$ cat config.mk
export PLATFORM = sky130hd
export DESIGN_NAME = alu_flags_unit
export DESIGN_NICKNAME = d
export VERILOG_FILES = /design/src/rtl/alu_pkg.sv /design/src/rtl/alu_opsel.sv /design/src/rtl/alu_core.sv /design/src/rtl/alu_flag_reg.sv /design/src/rtl/alu_flags_unit.sv
export SDC_FILE = /design/constraint.sdc
export NUM_CORES = 1
export LEC_CHECK = 0
export BUFFER_PORTS_ARGS = -buffer_cell sky130_fd_sc_hd__buf_4
export CORE_MARGIN = 8
export CORE_UTILIZATION = 55
export DETAILED_ROUTE_END_ITERATION = 7
export PLACE_DENSITY = 0.8
export SYNTH_ARGS = -nofsm -noshare
export SYNTH_HDL_FRONTEND = slang
export SYNTH_SLANG_ARGS = --single-unit
$ cat constraint.sdc
create_clock -name clk_i -period 7.5 [get_ports clk_i]
set_input_delay 0.375 -clock clk_i [delete_from_list [all_inputs] [get_ports clk_i]]
set_output_delay 0.375 -clock clk_i [all_outputs]
set_load 0.01 [all_outputs]
$ cat src/rtl/alu_pkg.sv
package alu_pkg;
  localparam int unsigned DATA_W = 16;
  localparam int unsigned IMM_W  = 3;

  typedef enum logic [1:0] {
    OP_ADD = 2'b00,
    OP_SUB = 2'b01,
    OP_AND = 2'b10,
    OP_OR  = 2'b11
  } alu_op_e;

  typedef struct packed {
    logic neg;
    logic zero;
    logic carry;
    logic ovf;
  } alu_flags_t;
endpackage

$ cat src/rtl/alu_opsel.sv
module alu_opsel #(
  parameter int unsigned DATA_W = 16,
  parameter int unsigned IMM_W  = 3
) (
  input  logic [DATA_W-1:0] b_i,
  input  logic              imm_sel_i,
  input  logic [IMM_W-1:0]  imm_i,
  output logic [DATA_W-1:0] opb_o
);
  localparam int unsigned PAD_W = DATA_W - IMM_W;

  always_comb begin
    if (imm_sel_i) opb_o = {{PAD_W{1'b0}}, imm_i};
    else           opb_o = b_i;
  end
endmodule

$ cat src/rtl/alu_core.sv
module alu_core
  import alu_pkg::*;
#(
  parameter int unsigned DATA_W = 16
) (
  input  logic [DATA_W-1:0] a_i,
  input  logic [DATA_W-1:0] b_i,
  input  alu_op_e           op_i,
  output logic [DATA_W-1:0] res_o,
  output alu_flags_t        flags_o
);
  localparam int unsigned MSB = DATA_W - 1;

  logic [DATA_W:0] ext;
  logic            arith;
  logic            b_msb_eff;

  always_comb begin
    arith     = 1'b1;
    b_msb_eff = b_i[MSB];
    ext       = '0;
    res_o     = '0;
    unique case (op_i)
      OP_ADD: begin
        ext   = {1'b0, a_i} + {1'b0, b_i};
        res_o = ext[DATA_W-1:0];
      end
      OP_SUB: begin
        // two's complement add; carry out is the no-borrow bit
        ext       = {1'b0, a_i} + {1'b0, ~b_i} + {{DATA_W{1'b0}}, 1'b1};
        res_o     = ext[DATA_W-1:0];
        b_msb_eff = ~b_i[MSB];
      end
      OP_AND: begin
        arith = 1'b0;
        res_o = a_i & b_i;
      end
      OP_OR: begin
        arith = 1'b0;
        res_o = a_i | b_i;
      end
      default: ;
    endcase
  end

  always_comb begin
    flags_o.neg   = res_o[MSB];
    flags_o.zero  = (res_o == '0);
    flags_o.carry = arith & ext[DATA_W];
    flags_o.ovf   = arith & (a_i[MSB] == b_msb_eff) & (res_o[MSB] != a_i[MSB]);
  end
endmodule

$ cat src/rtl/alu_flag_reg.sv
module alu_flag_reg
  import alu_pkg::*;
(
  input  logic       clk_i,
  input  logic       rst_ni,
  input  logic       load_i,
  input  alu_flags_t flags_d_i,
  output alu_flags_t flags_q_o
);
  always_ff @(posedge clk_i or negedge rst_ni) begin
    if (!rst_ni)     flags_q_o <= '0;
    else if (load_i) flags_q_o <= flags_d_i;
  end
endmodule

$ cat src/rtl/alu_flags_unit.sv
module alu_flags_unit
  import alu_pkg::*;
#(
  parameter int unsigned WIDTH = alu_pkg::DATA_W,
  parameter int unsigned CST_W = alu_pkg::IMM_W
) (
  input  logic             clk_i,
  input  logic             rst_ni,
  input  logic [WIDTH-1:0] a_i,
  input  logic [WIDTH-1:0] b_i,
  input  logic [1:0]       op_i,
  input  logic             imm_sel_i,
  input  logic [CST_W-1:0] imm_i,
  input  logic             upd_i,
  input  logic             valid_i,
  output logic [WIDTH-1:0] result_o,
  output logic [3:0]       flags_o
);
  logic [WIDTH-1:0] opb;
  alu_flags_t       flags_d;
  alu_flags_t       flags_q;

  alu_opsel #(.DATA_W(WIDTH), .IMM_W(CST_W)) u_opsel (
    .b_i       (b_i),
    .imm_sel_i (imm_sel_i),
    .imm_i     (imm_i),
    .opb_o     (opb)
  );

  alu_core #(.DATA_W(WIDTH)) u_core (
    .a_i     (a_i),
    .b_i     (opb),
    .op_i    (alu_op_e'(op_i)),
    .res_o   (result_o),
    .flags_o (flags_d)
  );

  alu_flag_reg u_flags (
    .clk_i     (clk_i),
    .rst_ni    (rst_ni),
    .load_i    (valid_i & upd_i),
    .flags_d_i (flags_d),
    .flags_q_o (flags_q)
  );

  assign flags_o = flags_q;
endmodule

==> impl_results.md <==
- Largest Register: u_flags.flags_q_o
- Fmax: 0.247 GHz
- Synth top area share: 0.263
- Fillers: 442
- Largest net degree at the start of global routing: 29
- Most frequent cells in the layout: 61 x buf_4, 58 x ha_1, 48 x inv_1
- Final period util: 0.540
- Antenna Violating Nets Remaining: 0
- RePlAce Congestion: 0.957
- CTS tree: done
- GRT Overall Usage: 0.210
- DR pass1 iterations: 5
- Finished Layout Cells: 496
- RSZ-0062 raised after global routing: no
- Max_cap viols: 0
- Post-Syn Instances: 376
- Clk_skew: 0 ns
- FF+latch count, synth: 4
- # diodes: 0
- Synth Area per Inst: ~7.3 µm²
- IO Count: 62
- H-tree levels: 1
- Dpl cells: 492
- HP Class: reg2reg
- Run status: finished, final reports clean
- Drt via density: 5.85
- CTS sink cnt: 4
- Gr ovfl total: 0
- Max-slew violation count: 0
- Most common cell after layout, fill and taps aside: buf_4
- CP Class: in2reg
- PortBufs: 61
- Asr flop ratio synth: 1.00
- Final wirelength: 7.87 mm
- Relative slew slack: 0.448
- Clock latency on the worst-skew pair: 0.21 ns
- Die Wd: just under 90 µm
- Routed vias: between 2000 and 3000
- CTS Root Cell: clkbuf_8
- Total CTS buffers: 3
- Hold Fails Final Rpt: 0
- Number of global-route vias before repair: around 2900
- Warnings, synthesis: 0
- WP data arrival: about 4.2 ns
- Die ar.: roughly 7500 µm²
- Global-route wire length before repair: 13.2 mm
- Routed wire per std cell: around 16 µm
- Area leader, netlist: ha_1
- 1st-iter DRT viols: 207
- Leak: roughly 1.6 nW
- Die Y: 86.8 µm
- Setup-failing EPs final: 0
- Initial antenna violation count: 0
- Syn Std Cell Area: between 2000 and 3000 µm²
- Core ar.: 4790 µm²
- Row count: 25
- Layout net count: 533
- Starting density of the core: 0.576
- Register area share after synthesis: 0.0363
- Crit Path Max Fanout: 16
- DRC Markers: 0
- Maximum vdd drop: 0.0635 mV
- HPWL Detailed: 6.48 mm
- Startpoint Class: primary input
- Clock buffer depth: 2
- Synthesis-to-layout area growth: 19.3%
- Ranking of synthesized cells by area: ha_1 26%, inv_1 6.5%, nand2b_1 4.5%, xnor2_1 4.1%, nand2_1 4.1%
- Post-synth EDFFs: 0
- Worst slew pin tran: 0.820 ns
- Fraction of layout instances using a drive strength above 1: 0.182
- Fin crit period: between 4 and 5 ns
- # Post-CTS Setup Buffers: 0
- Primary FF master, synth: dfrtp_1
- Max reg flops: 4
- WP data required: 7.62 ns
- Syn nets: 478
- Crit. End Element: flop
- CTS clk-pin slew, worst paths: 0.03 ns
- Unique masters post-synth: 62
- Setup TNS: 0 ns
- Biggest regs: u_flags.flags_q_o x4
- Pwr per Cell Area: 98.0 nW/µm²
## layout make-up
| class | instances | area, µm² | area share |
|---|---|---|---|
| clock buffers | 3 | 41.3 | 0.0126 |
| repair buffers | 62 | 468 | 0.142 |
| well taps | 67 | 83.8 | 0.0255 |
| multi-input cells | 311 | 2410 | 0.733 |
| flip-flops and latches | 4 | 100 | 0.0304 |
| inverters | 49 | 184 | 0.0559 |
## per-stage QoR
step	instance area [µm²]	util	total power [mW]	hold WS [ns]	setup WS [ns]
floorplan	2760	-	0.193	0.0794	3.30
global placement	3240	0.676	0.272	0.172	3.25
detailed placement	3240	0.676	0.276	0.174	3.20
CTS	3290	0.687	0.321	0.488	3.40
global route	3290	0.687	0.352	0.510	3.21
finish	3290	0.687	0.322	0.481	3.45
## final timing paths
check	from	to	slack, ns	cells after the start
max	imm_sel_i	u_flags.flags_q_o[2]	3.45	11
min	u_flags.flags_q_o[2]	u_flags.flags_q_o[2]	0.48	2
max reg2reg	u_flags.flags_q_o[3]	u_flags.flags_q_o[3]	6.76	1
min reg2reg	u_flags.flags_q_o[2]	u_flags.flags_q_o[2]	0.48	2
max in group asynchronous	rst_ni	u_flags.flags_q_o[3]	6.89	2
min in group asynchronous	rst_ni	u_flags.flags_q_o[0]	0.51	2
## repair_timing
item | CTS | global route
hold endpoints to repair | 4 | 0
resized for setup | 0 | 0
hold buffers | 1 | 0
## logic make-up (layout without fill, tap and decap cells)
kind of cell,after synthesis,after routing,synth area share
buf+inv,61,114,0.0890
mux,11,11,0.0540
xor+xnor,19,19,0.0604
compound gates,103,103,0.259
fa+ha+maj,60,60,0.278
simple gates,118,118,0.224
flops,4,4,0.0363
## Yosys cell counts (all sizes together) (5+ instances only)
cell type / number
ha: 58
inv: 49
nand2: 30
o21ai: 23
a21oi: 22
nand2b: 21
nor2: 21
xnor2: 13
nor2b: 10
nor3: 9
o211ai: 8
clkbuf: 7
mux2i: 7
a31oi: 6
xor2: 6
buf: 5
nand3: 5
o31ai: 5
or4: 5
## power breakdown
part           switching [mW]  internal (mW)
logic                   0.139          0.115
clock network         0.00903         0.0340
registers             0.00147         0.0246
## per-layer routing
| metal | wire, µm | share of wire | global-route usage | vias to the layer above |
|---|---|---|---|---|
| met4 | 162 | 0.021 | 0.0673 | 0 |
| met3 | 702 | 0.089 | 0.0378 | 15 |
| met1 | 3320 | 0.42 | 0.256 | 1316 |
| li1 | - | - | - | 1439 |
| met2 | 3690 | 0.47 | 0.360 | 134 |
| met5 | 0 | 0 | 0 | - |
## critical path, cell delays in order
cell and delay (ns):
buf_4 0.20, mux2i_1 0.46, inv_1 0.15, fa_1 0.46
xor2_1 0.16, a221o_1 0.35, or4_1 0.49, or4_1 0.39
or4_1 0.42, or4_1 0.53, o31ai_2 0.17
Power figures use the tool's default switching activity.
